File: config.mk
export PLATFORM = sky130hd
export DESIGN_NAME = tlb_xlate
export DESIGN_NICKNAME = d
export VERILOG_FILES = /design/src/rtl/tlb_pkg.sv /design/src/rtl/tlb_entry_array.sv /design/src/rtl/tlb_victim_sel.sv /design/src/rtl/tlb_ctrl.sv /design/src/rtl/tlb_xlate.sv
export SDC_FILE = /design/constraint.sdc
export NUM_CORES = 2
export LEC_CHECK = 0
export BUFFER_PORTS_ARGS = -buffer_cell sky130_fd_sc_hd__buf_2
export CAP_MARGIN = 10
export CORE_ASPECT_RATIO = 0.5
export CORE_MARGIN = 10
export CORE_UTILIZATION = 50
export CTS_CLUSTER_SIZE = 24
export DETAILED_ROUTE_END_ITERATION = 7
export GPL_ROUTABILITY_DRIVEN = 0
export HOLD_SLACK_MARGIN = 0.1
export MAX_ROUTING_LAYER = met4
export PLACE_DENSITY = 0.72
export REMOVE_ABC_BUFFERS = 1
export SLEW_MARGIN = 25
export SYNTH_ARGS = -nofsm -noshare
export SYNTH_HDL_FRONTEND = slang
export SYNTH_HIERARCHICAL = 1
export SYNTH_SLANG_ARGS = --single-unit
export TNS_END_PERCENT = 30
File: constraint.sdc
create_clock -name clk -period 9.45 [get_ports clk]
set_input_delay 0.4725 -clock clk [delete_from_list [all_inputs] [get_ports clk]]
set_output_delay 0.4725 -clock clk [all_outputs]
set_load 0.005 [all_outputs]
File: src/rtl/tlb_pkg.sv
package tlb_pkg;
    // Controller states
    typedef enum logic [1:0] {
        ST_LOOKUP = 2'd0,
        ST_REFILL = 2'd1,
        ST_REPLY  = 2'd2
    } tlb_state_e;

    localparam int unsigned PAGE_OFS_W  = 12;
    localparam int unsigned DEF_VPN_W   = 20;
    localparam int unsigned DEF_PFN_W   = 20;
    localparam int unsigned DEF_ENTRIES = 16;
endpackage

File: src/rtl/tlb_entry_array.sv
module tlb_entry_array #(
    parameter int unsigned ENTRIES = 16,
    parameter int unsigned VPN_W   = 20,
    parameter int unsigned PFN_W   = 20,
    localparam int unsigned IDX_W  = $clog2(ENTRIES)
) (
    input  logic               clk,
    input  logic               rst_n,
    input  logic [VPN_W-1:0]   key_vpn,
    output logic               hit,
    output logic [IDX_W-1:0]   hit_idx,
    output logic [PFN_W-1:0]   hit_pfn,
    output logic [ENTRIES-1:0] valid_vec,
    input  logic               wr_en,
    input  logic [IDX_W-1:0]   wr_idx,
    input  logic [VPN_W-1:0]   wr_vpn,
    input  logic [PFN_W-1:0]   wr_pfn,
    input  logic               flush,
    input  logic               inval_en,
    input  logic [VPN_W-1:0]   inval_vpn
);
    logic [VPN_W-1:0]   vpn_q [ENTRIES];
    logic [PFN_W-1:0]   pfn_q [ENTRIES];
    logic [ENTRIES-1:0] valid_q;
    logic [ENTRIES-1:0] valid_d;
    logic [ENTRIES-1:0] match;

    // Parallel compare against every entry
    for (genvar g = 0; g < ENTRIES; g++) begin : g_cmp
        assign match[g] = valid_q[g] && (vpn_q[g] == key_vpn);

        always_ff @(posedge clk) begin
            if (wr_en && (wr_idx == IDX_W'(g))) begin
                vpn_q[g] <= wr_vpn;
                pfn_q[g] <= wr_pfn;
            end
        end

        // a matching, not-rewritten entry is gone next cycle
        AST_INVAL_CLEARS: assert property (@(posedge clk) disable iff (!rst_n)
            (inval_en && valid_q[g] && (vpn_q[g] == inval_vpn) &&
             !(wr_en && (wr_idx == IDX_W'(g))))
            |=> !valid_q[g]);
    end

    // One-hot to index/frame reduction
    always_comb begin
        hit     = |match;
        hit_idx = '0;
        hit_pfn = '0;
        for (int i = 0; i < ENTRIES; i++) begin
            if (match[i]) begin
                hit_idx = hit_idx | IDX_W'(i);
                hit_pfn = hit_pfn | pfn_q[i];
            end
        end
    end

    // Valid flags: install first, then invalidations take priority
    always_comb begin
        valid_d = valid_q;
        if (wr_en) valid_d[wr_idx] = 1'b1;
        if (inval_en) begin
            for (int i = 0; i < ENTRIES; i++) begin
                if (((wr_en && (wr_idx == IDX_W'(i))) ? wr_vpn : vpn_q[i]) == inval_vpn)
                    valid_d[i] = 1'b0;
            end
        end
        if (flush) valid_d = '0;
    end

    always_ff @(posedge clk or negedge rst_n) begin
        if (!rst_n) valid_q <= '0;
        else        valid_q <= valid_d;
    end

    assign valid_vec = valid_q;

    AST_ONE_MATCH: assert property (@(posedge clk) disable iff (!rst_n)
        $countones(match) <= 1);
    AST_FLUSH_EMPTY: assert property (@(posedge clk) disable iff (!rst_n)
        flush |=> (valid_q == '0));
    AST_FILL_VALID: assert property (@(posedge clk) disable iff (!rst_n)
        (wr_en && !flush && !(inval_en && (inval_vpn == wr_vpn)))
        |=> valid_q[$past(wr_idx)]);
endmodule

File: src/rtl/tlb_victim_sel.sv
module tlb_victim_sel #(
    parameter int unsigned ENTRIES = 16,
    localparam int unsigned IDX_W  = $clog2(ENTRIES)
) (
    input  logic               clk,
    input  logic               rst_n,
    input  logic [ENTRIES-1:0] valid_vec,
    input  logic               take,
    output logic [IDX_W-1:0]   victim_idx,
    output logic               any_free
);
    localparam logic [IDX_W-1:0] LAST_IDX = IDX_W'(ENTRIES - 1);

    logic [IDX_W-1:0] free_idx;
    logic [IDX_W-1:0] rr_q;

    // Lowest-numbered invalid entry
    always_comb begin
        free_idx = '0;
        any_free = 1'b0;
        for (int i = ENTRIES - 1; i >= 0; i--) begin
            if (!valid_vec[i]) begin
                free_idx = IDX_W'(i);
                any_free = 1'b1;
            end
        end
    end

    always_ff @(posedge clk or negedge rst_n) begin
        if (!rst_n) begin
            rr_q <= '0;
        end else if (take && !any_free) begin
            rr_q <= (rr_q == LAST_IDX) ? '0 : rr_q + 1'b1;
        end
    end

    assign victim_idx = any_free ? free_idx : rr_q;

    AST_FREE_SLOT_INVALID: assert property (@(posedge clk) disable iff (!rst_n)
        any_free |-> !valid_vec[victim_idx]);
    AST_RR_HOLDS_ON_FREE: assert property (@(posedge clk) disable iff (!rst_n)
        (take && any_free) |=> $stable(rr_q));
endmodule

File: src/rtl/tlb_ctrl.sv
module tlb_ctrl
    import tlb_pkg::*;
#(
    parameter int unsigned VPN_W  = 20,
    parameter int unsigned PFN_W  = 20,
    localparam int unsigned VA_W  = VPN_W + PAGE_OFS_W,
    localparam int unsigned PA_W  = PFN_W + PAGE_OFS_W
) (
    input  logic             clk,
    input  logic             rst_n,
    input  logic             req_valid,
    input  logic [VA_W-1:0]  req_vaddr,
    output logic             req_ready,
    output logic             resp_valid,
    output logic [PA_W-1:0]  resp_paddr,
    output logic             resp_fault,
    output logic             walk_req_valid,
    output logic [VPN_W-1:0] walk_req_vpn,
    input  logic             walk_rsp_valid,
    input  logic [PFN_W-1:0] walk_rsp_pfn,
    input  logic             walk_rsp_fault,
    input  logic             lk_hit,
    input  logic [PFN_W-1:0] lk_pfn,
    output logic [VPN_W-1:0] key_vpn,
    output logic             fill_en,
    output logic [VPN_W-1:0] fill_vpn,
    output logic [PFN_W-1:0] fill_pfn
);
    tlb_state_e state_q, state_d;

    logic [VA_W-1:0]  pend_va_q;
    logic [PFN_W-1:0] pend_pfn_q;
    logic             pend_fault_q;

    wire [VPN_W-1:0]      req_vpn  = req_vaddr[VA_W-1:PAGE_OFS_W];
    wire [PAGE_OFS_W-1:0] req_ofs  = req_vaddr[PAGE_OFS_W-1:0];
    wire [VPN_W-1:0]      pend_vpn = pend_va_q[VA_W-1:PAGE_OFS_W];
    wire [PAGE_OFS_W-1:0] pend_ofs = pend_va_q[PAGE_OFS_W-1:0];

    // Next state
    always_comb begin
        state_d = state_q;
        unique case (state_q)
            ST_LOOKUP: if (req_valid && !lk_hit) state_d = ST_REFILL;
            ST_REFILL: if (walk_rsp_valid)       state_d = ST_REPLY;
            ST_REPLY:                             state_d = ST_LOOKUP;
            default:                              state_d = ST_LOOKUP;
        endcase
    end

    // State register
    always_ff @(posedge clk or negedge rst_n) begin
        if (!rst_n) state_q <= ST_LOOKUP;
        else        state_q <= state_d;
    end

    // Pending request and walker result
    always_ff @(posedge clk or negedge rst_n) begin
        if (!rst_n) begin
            pend_va_q    <= '0;
            pend_pfn_q   <= '0;
            pend_fault_q <= 1'b0;
        end else begin
            if (state_q == ST_LOOKUP && req_valid && !lk_hit)
                pend_va_q <= req_vaddr;
            if (state_q == ST_REFILL && walk_rsp_valid) begin
                pend_pfn_q   <= walk_rsp_pfn;
                pend_fault_q <= walk_rsp_fault;
            end
        end
    end

    // Outputs
    always_comb begin
        req_ready      = 1'b0;
        resp_valid     = 1'b0;
        resp_paddr     = {pend_pfn_q, pend_ofs};
        resp_fault     = 1'b0;
        walk_req_valid = 1'b0;
        key_vpn        = pend_vpn;
        fill_en        = 1'b0;
        unique case (state_q)
            ST_LOOKUP: begin
                req_ready  = 1'b1;
                key_vpn    = req_vpn;
                resp_valid = req_valid && lk_hit;
                resp_paddr = {lk_pfn, req_ofs};
            end
            ST_REFILL: begin
                walk_req_valid = 1'b1;
                fill_en        = walk_rsp_valid && !walk_rsp_fault;
            end
            ST_REPLY: begin
                resp_valid = 1'b1;
                resp_fault = pend_fault_q;
            end
            default: ;
        endcase
    end

    assign walk_req_vpn = pend_vpn;
    assign fill_vpn     = pend_vpn;
    assign fill_pfn     = walk_rsp_pfn;

    AST_NO_ACCEPT_DURING_WALK: assert property (@(posedge clk) disable iff (!rst_n)
        walk_req_valid |-> !req_ready);
    AST_WALK_VPN_STABLE: assert property (@(posedge clk) disable iff (!rst_n)
        (walk_req_valid && $past(walk_req_valid)) |-> $stable(walk_req_vpn));
    AST_REPLY_FOLLOWS_WALK: assert property (@(posedge clk) disable iff (!rst_n)
        (walk_req_valid && walk_rsp_valid) |=> (resp_valid && !req_ready));
    AST_FAULT_NO_FILL: assert property (@(posedge clk) disable iff (!rst_n)
        (walk_rsp_valid && walk_rsp_fault) |-> !fill_en);
    AST_HIT_NO_WALK: assert property (@(posedge clk) disable iff (!rst_n)
        (req_valid && req_ready && lk_hit) |=> !walk_req_valid);
endmodule

File: src/rtl/tlb_xlate.sv
module tlb_xlate
    import tlb_pkg::*;
#(
    parameter int unsigned ENTRIES = DEF_ENTRIES,
    parameter int unsigned VPN_W   = DEF_VPN_W,
    parameter int unsigned PFN_W   = DEF_PFN_W,
    localparam int unsigned IDX_W  = $clog2(ENTRIES),
    localparam int unsigned VA_W   = VPN_W + PAGE_OFS_W,
    localparam int unsigned PA_W   = PFN_W + PAGE_OFS_W
) (
    input  logic             clk,
    input  logic             rst_n,
    input  logic             req_valid,
    output logic             req_ready,
    input  logic [VA_W-1:0]  req_vaddr,
    output logic             resp_valid,
    output logic [PA_W-1:0]  resp_paddr,
    output logic             resp_fault,
    output logic             walk_req_valid,
    output logic [VPN_W-1:0] walk_req_vpn,
    input  logic             walk_rsp_valid,
    input  logic [PFN_W-1:0] walk_rsp_pfn,
    input  logic             walk_rsp_fault,
    input  logic             flush_all,
    input  logic             inval_en,
    input  logic [VPN_W-1:0] inval_vpn
);
    logic               lk_hit;
    logic [IDX_W-1:0]   lk_idx;
    logic [PFN_W-1:0]   lk_pfn;
    logic [ENTRIES-1:0] valid_vec;
    logic [VPN_W-1:0]   key_vpn;
    logic               fill_en;
    logic [VPN_W-1:0]   fill_vpn;
    logic [PFN_W-1:0]   fill_pfn;
    logic [IDX_W-1:0]   victim_idx;
    logic               any_free;
    logic [IDX_W-1:0]   fill_idx;
    logic               take_victim;

    // An already-present page is rewritten in place (keeps pages unique)
    assign fill_idx    = lk_hit ? lk_idx : victim_idx;
    assign take_victim = fill_en && !lk_hit;

    tlb_ctrl #(.VPN_W(VPN_W), .PFN_W(PFN_W)) ctrl_i (
        .clk(clk), .rst_n(rst_n),
        .req_valid(req_valid), .req_vaddr(req_vaddr), .req_ready(req_ready),
        .resp_valid(resp_valid), .resp_paddr(resp_paddr), .resp_fault(resp_fault),
        .walk_req_valid(walk_req_valid), .walk_req_vpn(walk_req_vpn),
        .walk_rsp_valid(walk_rsp_valid), .walk_rsp_pfn(walk_rsp_pfn),
        .walk_rsp_fault(walk_rsp_fault),
        .lk_hit(lk_hit), .lk_pfn(lk_pfn), .key_vpn(key_vpn),
        .fill_en(fill_en), .fill_vpn(fill_vpn), .fill_pfn(fill_pfn)
    );

    tlb_entry_array #(.ENTRIES(ENTRIES), .VPN_W(VPN_W), .PFN_W(PFN_W)) array_i (
        .clk(clk), .rst_n(rst_n),
        .key_vpn(key_vpn), .hit(lk_hit), .hit_idx(lk_idx), .hit_pfn(lk_pfn),
        .valid_vec(valid_vec),
        .wr_en(fill_en), .wr_idx(fill_idx), .wr_vpn(fill_vpn), .wr_pfn(fill_pfn),
        .flush(flush_all), .inval_en(inval_en), .inval_vpn(inval_vpn)
    );

    tlb_victim_sel #(.ENTRIES(ENTRIES)) victim_i (
        .clk(clk), .rst_n(rst_n),
        .valid_vec(valid_vec), .take(take_victim),
        .victim_idx(victim_idx), .any_free(any_free)
    );
endmodule

== Word level (Yosys, flattened, before mapping) ==
Memories as Yosys holds them, arrays and structs flattened.
Cells that the tools add are included.
Operators by class
  bitwise operators: 16
  eq/ne operators: 52
  add/subtract/negate cells: 1
  multiplexer cells: 235
  $lt $le $gt $ge: 2
  reduce and logical (&&, ||, !) cells: 78
Operators with widths (count)
  20-bit 2-to-1 mux: 63
  20-bit equality test: 32
  20-bit OR reduction: 30
  20-bit bitwise OR: 15
  4-bit 2-to-1 mux: 57
  1-bit 2-to-1 mux: 100
  16-bit 2-to-1 mux: 3
  1-bit logical AND: 41
  4-bit equality test, second input constant: 9
  32-bit 2-to-1 mux: 1
  4-bit by 3-bit equality test with 1-bit output, second input constant: 4
  16-bit bitwise OR: 1
  16-bit OR reduction: 1
  3-bit 2-to-1 mux: 4
  4-bit by 2-bit equality test with 1-bit output, second input constant: 2
  2-bit 2-to-1 mux: 4
  4-bit by 5-bit less-than comparator with 1-bit output, second input constant: 1
  4-bit by 1-bit adder with 4-bit output, second input constant: 1
  1-bit demux with 4-bit select: 1
  4-bit by 1-bit equality test with 1-bit output, second input constant: 1
  4-bit by 1-bit >= comparator with 1-bit output, second input constant: 1
  4-bit logical NOT: 1
  2-bit case mux with 2 select lines: 1
  1-bit logical NOT: 3
  other kinds (7): 7
Word-level totals
  flip-flop bits (word level): 75
  memories kept: 2
  output and inout bits: 56
  logic and storage cells: 392
  RAM bits: 640
Memories
  array_i.pfn_q: words 16, width 20, rd ports 16, clocked after memory_dff 0, write ports 1, line tlb_entry_array.sv:23  | logic [PFN_W-1:0] pfn_q [ENTRIES];
  array_i.vpn_q: words 16, width 20, rd ports 16, clocked after memory_dff 0, write ports 1, line tlb_entry_array.sv:22  | logic [VPN_W-1:0] vpn_q [ENTRIES];

== Logic depth before layout (Yosys ltp) ==
  depth in word-level cells: 40
  gate-level depth with buffers: 26
  depth with buffers taken out: 18

== Hierarchy ==
The synthesis kept the hierarchy.
Modules (own cells, without submodules)
  tlb_entry_array: instances 1, cells an instance 2779, seq. area each 16415.7 µm², area each 31173.6 µm²
  tlb_ctrl: instances 1, cells an instance 245, seq. area each 1376.3 µm², area each 3178.0 µm²
  tlb_victim_sel: instances 1, cells an instance 52, seq. area each 100.1 µm², area each 392.9 µm²
  tlb_xlate: instances 1, cells an instance 5, seq. area each 0.0 µm², area each 53.8 µm²

== Least setup slack after synthesis ==
Ideal clock, no wire load.
  kind: reg-to-reg
  start point: reg ctrl_i.state_q[0]
  end point: reg array_i.valid_q[8] (netlist: array_i/valid_vec[8])
  data required time: 9326 ps
  setup time: 124 ps
  data arrival time: 5907 ps
  cell stages (with the launch flop): 23
  setup slack: 3419 ps
  cell sequence: dfrtp_1 -> buf_4 -> nor2_2 -> buf_2 -> mux2_2 -> buf_2 -> buf_2 -> xor2_1 -> nor4_1 -> nand4_1 -> nor4_1 -> clkbuf_1 -> nor2_1 -> nand4b_1 -> mux2_2 -> and3b_1 -> nand2_1 -> inv_2 -> buf_1 -> mux2_2 -> a21oi_1 -> nand4_1 -> o31a_1
RTL lines
  from (decl): line tlb_ctrl.sv:29  | tlb_state_e state_q, state_d;
  from (signal assigned): line tlb_ctrl.sv:54  | else state_q <= state_d;
  2-bit logical NOT (*): line tlb_ctrl.sv:82  | unique case (state_q)
  20-bit 2-to-1 mux (*): line tlb_ctrl.sv:82
  via key_vpn[18]: line tlb_xlate.sv:32  | logic [VPN_W-1:0] key_vpn;
  20-bit equality test: line tlb_entry_array.sv:30  | assign match[g] = valid_q[g] && (vpn_q[g] == key_vpn);
  1-bit logical AND: line tlb_entry_array.sv:30
  16-bit OR reduction (*): line tlb_entry_array.sv:48  | hit = |match;
  via lk_hit: line tlb_xlate.sv:28  | logic lk_hit;
  4-bit 2-to-1 mux (*): line tlb_xlate.sv:42  | assign fill_idx = lk_hit ? lk_idx : victim_idx;
  via fill_idx[2]: line tlb_xlate.sv:38  | logic [IDX_W-1:0] fill_idx;
  [... 2 more ...]
  1-bit 2-to-1 mux (implied by the code): line tlb_entry_array.sv:62  | if (wr_en) valid_d[wr_idx] = 1'b1;
  1-bit demux with 4-bit select
  16-bit bitwise OR (no line)
  16-bit 2-to-1 mux: line tlb_entry_array.sv:62
  1-bit 2-to-1 mux: line tlb_entry_array.sv:65  | if (((wr_en && (wr_idx == IDX_W'(i))) ? wr_vpn : vpn_q[i]) == inval_vpn)
  16-bit 2-to-1 mux (*): line tlb_entry_array.sv:63  | if (inval_en) begin
  16-bit 2-to-1 mux (*): line tlb_entry_array.sv:69  | if (flush) valid_d = '0;
  via array_i.valid_d[8]: line tlb_entry_array.sv:25  | logic [ENTRIES-1:0] valid_d;
  to (signal assigned): line tlb_entry_array.sv:74  | else valid_q <= valid_d;
  to (decl): line tlb_entry_array.sv:24  | logic [ENTRIES-1:0] valid_q;
The timed path passes the listed nets; every way through them passes the cells marked *.
A chain may end at the register's enable or synchronous reset.

== Worst setup path in the final report ==
  start point: reg ctrl_i.state_q[0]
  end point: reg array_i.valid_q[6] (netlist: array_i/valid_vec[6])
RTL lines
  2-bit logical NOT (*): line tlb_ctrl.sv:82
  20-bit 2-to-1 mux (*): line tlb_ctrl.sv:82
  via key_vpn[9]: line tlb_xlate.sv:32
  20-bit equality test: line tlb_entry_array.sv:30
  1-bit logical AND: line tlb_entry_array.sv:30
  3-bit 2-to-1 mux (4 in series): line tlb_entry_array.sv:52  | if (match[i]) begin
  4-bit 2-to-1 mux (7 in series): line tlb_entry_array.sv:52
  4-bit 2-to-1 mux (*): line tlb_entry_array.sv:52
  via lk_idx[2]: line tlb_xlate.sv:29  | logic [IDX_W-1:0] lk_idx;
  [... 1 more ...]
  via fill_idx[2]: line tlb_xlate.sv:38
  [... 2 more ...]
  1-bit 2-to-1 mux (implied by the code): line tlb_entry_array.sv:62
  1-bit demux with 4-bit select
  16-bit bitwise OR (no line)
  16-bit 2-to-1 mux: line tlb_entry_array.sv:62
  1-bit 2-to-1 mux: line tlb_entry_array.sv:65
  16-bit 2-to-1 mux (*): line tlb_entry_array.sv:63
  16-bit 2-to-1 mux (*): line tlb_entry_array.sv:69
  via array_i.valid_d[6]: line tlb_entry_array.sv:25
Marked as above.

==> impl.org <==
** Clock tree
- The clock passes through at most 3 buffers.
- Clock sink count :: 715
- Clock tree from TritonCTS :: built
- H-Tree Level Count :: 3
- The tree is rooted in a sky130_fd_sc_hd__clkbuf_16.
- Post-cts repair resize count :: 0
- Clock transition at the register clock pins on the worst setup and hold paths after CTS :: 0.07 ns
- Clock insertion delay at the later pin of the skew report :: around 0.64 ns
- Clock tree synthesis inserted a total of 67 buffers.

** Power and ir drop
- IR analysis of the VDD net gives a maximum drop of 0.000240 V.
- Dividing total power by cell area gives a power density of 234 nW/um^2.
- Static Leakage :: 14.1 nW
- Overall power consumption after layout is estimated at 0.00899 W.

** Place
- The HPWL after detailed placement is around 75,000 um.
- Prior to clock tree synthesis, the placed netlist has a worst setup slack of 1.75 ns.
- During placement, the flow inserted port buffers numbering 134.

** Route
- For this run, the detailed router's first-pass iteration total came to 8.
- In this run the remaining antenna-violating nets after routing total 0.
- Vias per cell :: 6.64
- DRT iter0 DRCs :: around 4,300
- Drc violations :: 166
- For this block, the routed nets add up to 128,000 um of wire.
- Via count :: 27,084
- Dividing the detail-routed wire length by the instance count gives 31.4 um.

** Floorplan
- Overall die width :: 393 um
- Starting Density :: 50.5%
- The die covers between 80,000 and 90,000 um^2.
- For this design the top-level I/O count stands at 135.
- Overall die height :: a little over 200 um
- Core footprint :: 68,900 um^2
- Row Count :: just under 70

** Logic synthesis
- In the post-synthesis netlist, the biggest area contributors are sky130_fd_sc_hd__edfxtp_1 (28%), sky130_fd_sc_hd__dfxtp_1 (18%), sky130_fd_sc_hd__mux2_2 (10%).
- After synthesis, flip-flops and latches occupy 51.4% of the total area.
- Fraction of post-synthesis cell area in the top cell type by area :: about 28%
- Instance count of the mapped netlist :: slightly above 3,000
- In this run, synthesis inferred 320 flip-flops with an integrated enable.
- Top FF cell, synth :: sky130_fd_sc_hd__edfxtp_1
- Counting flops with an async set or reset pin after synthesis yields a share of about a tenth.
- Post-synth cell types :: 84
- sky130_fd_sc_hd__edfxtp_1 takes more of the synthesized area than any other cell.
- Summing every instance area after synthesis gives ~35,000 um^2.
- In this run the mean area of a mapped cell was 11.3 um^2.
- The Yosys step of the flow raised 6 warnings.
- After synthesis the netlist holds a flip-flop and latch count of 715.

** Timing
- Shortest period the worst path allows :: 8.21 ns
- Setup repair after global routing left no endpoint under its margin.
- Setup violators final :: 0
- For the pin with the worst max-slew slack, the measured transition is 1.15 ns.
- Max-slew violations :: 0
- In this run the tightest slew margin relative to its limit is 22.8%.
- Timing would allow up to around 120 MHz.
- Once routing completed, OpenROAD measured the worst setup slack at roughly 1.2 ns.
- Setup total negative slack :: 0 ns
- The number of failing hold endpoints at the final stage came to 0.
- Clk_skew :: 0.0192 ns
- Ratio of final minimum period to clock period :: 86.8%

** Final layout
- Fillers :: 5,728
- Ratio of cells with drive above 1 in the final layout :: between 20% and 30%
- Compared with the post-synthesis result, the final layout area differs by 10.4%.
- At the end of the flow, the number of nets in the layout was 3,192.

** Job
- Max-cap violations in this run came to 0.

** Global routing
- Total routing usage reported by global routing :: 31.5%
- The number of antenna violations at the first check in global routing is 4.
- The first global-routing pass estimated ~180,000 um of wire.
- Vias in the first global route :: between 20,000 and 30,000
- After global routing the overflow that remains totals 0.
- Maximum number of pins on one net before global-route repair :: 47

** Critical path
- The worst setup path is launched from a register.
- The worst setup path is captured at a register.
- Data arrival, critical path :: 8.68 ns
- The critical path contains buffers and inverters numbering 3 combined.
- Cell family with most CP delay :: simple AND/OR/NAND/NOR gates
- Critical-path cell with the highest stage delay :: sky130_fd_sc_hd__mux2_2
- Category of the critical setup timing path :: reg -> reg
- Maximum cell stage delay along the critical path :: 0.89 ns
- The critical path goes through nor2_4, buf_4, mux2_2, xnor2_1, nand4_1, nor4_2, buf_4, nor4_1, nand2_1, nand4b_1, mux2_2, and3b_1, nand2_1, clkinv_2, a2111oi_0, a31oi_1, a211o_1, nor3_1, a211oi_1.
- Highest net fanout along the worst path :: 45
- For the worst setup path, the data required time is 9.93 ns.

** Min path
- The tightest min-delay check is of the in -> reg type.

** Run status
- The final reports fail on design-rule violations.
- Status :: finished with violations
-- worst reg2reg max path: cells and delay by family, from the launching register on --
kind	cells	cell delay, ns
XOR/XNOR	1	0.23
multiplexers	2	1.35
AND/OR/NAND/NOR	9	2.94
buffers and inverters	3	1.85
AO/OA/AOI/OAI	4	1.16
flip-flops	1	0.50
-- layout make-up --
class,count,area [um^2],share of cell area (%)
Antenna cell,4,10.0,0.0260
Clock buffer,92,1930,5.03
Clock inverter,31,315,0.820
Inverter,63,239,0.622
Multi-Input combinational cell,2031,15400,40.1
Sequential cell,715,17900,46.6
Tap cell,910,1140,2.96
Timing Repair Buffer,234,1480,3.86
-- synthesized netlist by cell type (all sizes together) (4+ instances only) --
cell     number
xnor2       372
dfxtp       320
edfxtp      320
mux2        312
nand2       311
buf         170
xor2        168
nand4       106
clkbuf      102
a221oi       88
o21ai        88
a22o         86
nor4         81
dfrtp        75
nor2         64
inv          55
nand3        50
a21oi        35
nand2b       28
a31oi        24
nor3         23
a2111oi      17
o22ai        17
nor2b        11
or2          11
a211oi       10
a22oi         9
o21bai        9
o2bb2ai       9
a222oi        8
clkinv        8
o2111ai       8
and3          6
o221ai        6
a2bb2oi       4
and2          4
mux2i         4
o211ai        4
or3           4
-- repair_timing --
| action | in CTS | in global routing |
|---|---|---|
| buffers inserted | 0 | 0 |
| hold buffers | 23 | 1 |
| endpoints found under the hold margin | 55 | 1 |
-- registers in the layout, indices dropped and copies added, names as in the netlist --
name,cells
array_i/valid_vec,16
array_i/pfn_q,320
ctrl_i/pend_fault_q,1
ctrl_i/state_q,2
victim_i/rr_q,4
ctrl_i/pend_va_q,32
array_i/vpn_q,320
ctrl_i/pend_pfn_q,20
-- stage by stage --
stage	hold WS [ns]	instances	instance area, um^2	utilization (%)
CTS	0.102	4075	38400	55.7
global route	0.102	4078	38400	55.8
global placement	0.469	3929	35900	52.1
finish	0.106	4080	38400	55.8
detailed placement	0.473	3929	35900	52.1
floorplan	0.177	2809	33400	-
-- cells by family after synthesis --
logic type	synth area share (%)
buffers and inverters	4.69
muxes	10.2
and+or+nand+nor	10.4
xor gates and xnor gates	13.6
adders and majority gates	0.0359
DFF	51.4
AOI/OAI and AO/OA	9.68
-- where the power goes --
group / internal [W] / switching, W / total [W]
Sequential: 0.00341 / 0.000122 / 0.00354
Clock: 0.00156 / 0.00125 / 0.00281
Combinational: 0.000841 / 0.00181 / 0.00265
Total: 0.00582 / 0.00318 / 0.00899
-- worst paths after layout --
kind,cells past startpoint,from,to,slack (ns)
max in group asynchronous,3,rst_n,array_i/valid_vec[9]$_DFF_PN0_,7.83
min reg2reg,2,array_i/vpn_q[0][81]$_DFF_P_,array_i/vpn_q[0][81]$_DFF_P_,0.48
max reg2reg,19,ctrl_i/state_q[0]$_DFFE_PN0P_,array_i/valid_vec[6]$_DFF_PN0_,1.24
min in group asynchronous,2,rst_n,ctrl_i/pend_pfn_q[9]$_DFFE_PN0P_,0.38
max,19,ctrl_i/state_q[0]$_DFFE_PN0P_,array_i/valid_vec[6]$_DFF_PN0_,1.24
min,2,req_vaddr[22],ctrl_i/pend_va_q[22]$_DFFE_PN0P_,0.11
-- metal layers --
metal | global-route usage, % | vias up | share of wire [%]
met3 | 9.63 | 697 | 14
met2 | 46.0 | 2133 | 42
met1 | 38.8 | 13069 | 37
met4 | 17.8 | 0 | 7.5
li1 | - | 11185 | -
met5 | - | - | 0
-- cell usage in the layout (no fill, tap or decap), types with 56 or more instances in the layout --
| master | Yosys | final |
|---|---|---|
| sky130_fd_sc_hd__a221oi_1 | 88 | 88 |
| sky130_fd_sc_hd__dfrtp_1 | 75 | 75 |
| sky130_fd_sc_hd__nor4_1 | 80 | 64 |
| sky130_fd_sc_hd__nand4_1 | 105 | 105 |
| sky130_fd_sc_hd__edfxtp_1 | 320 | 320 |
| sky130_fd_sc_hd__xor2_1 | 168 | 168 |
| sky130_fd_sc_hd__mux2_2 | 309 | 309 |
| sky130_fd_sc_hd__xnor2_1 | 372 | 372 |
| sky130_fd_sc_hd__a22o_1 | 86 | 86 |
| sky130_fd_sc_hd__nand2_1 | 310 | 310 |
| sky130_fd_sc_hd__nor2_1 | 59 | 56 |
| sky130_fd_sc_hd__buf_2 | 79 | 133 |
| sky130_fd_sc_hd__o21ai_0 | 88 | 88 |
| sky130_fd_sc_hd__buf_4 | 64 | 77 |
| sky130_fd_sc_hd__clkbuf_16 | 0 | 69 |
| sky130_fd_sc_hd__dfxtp_1 | 320 | 320 |
Note: power is estimated with default switching activity, not from simulation.
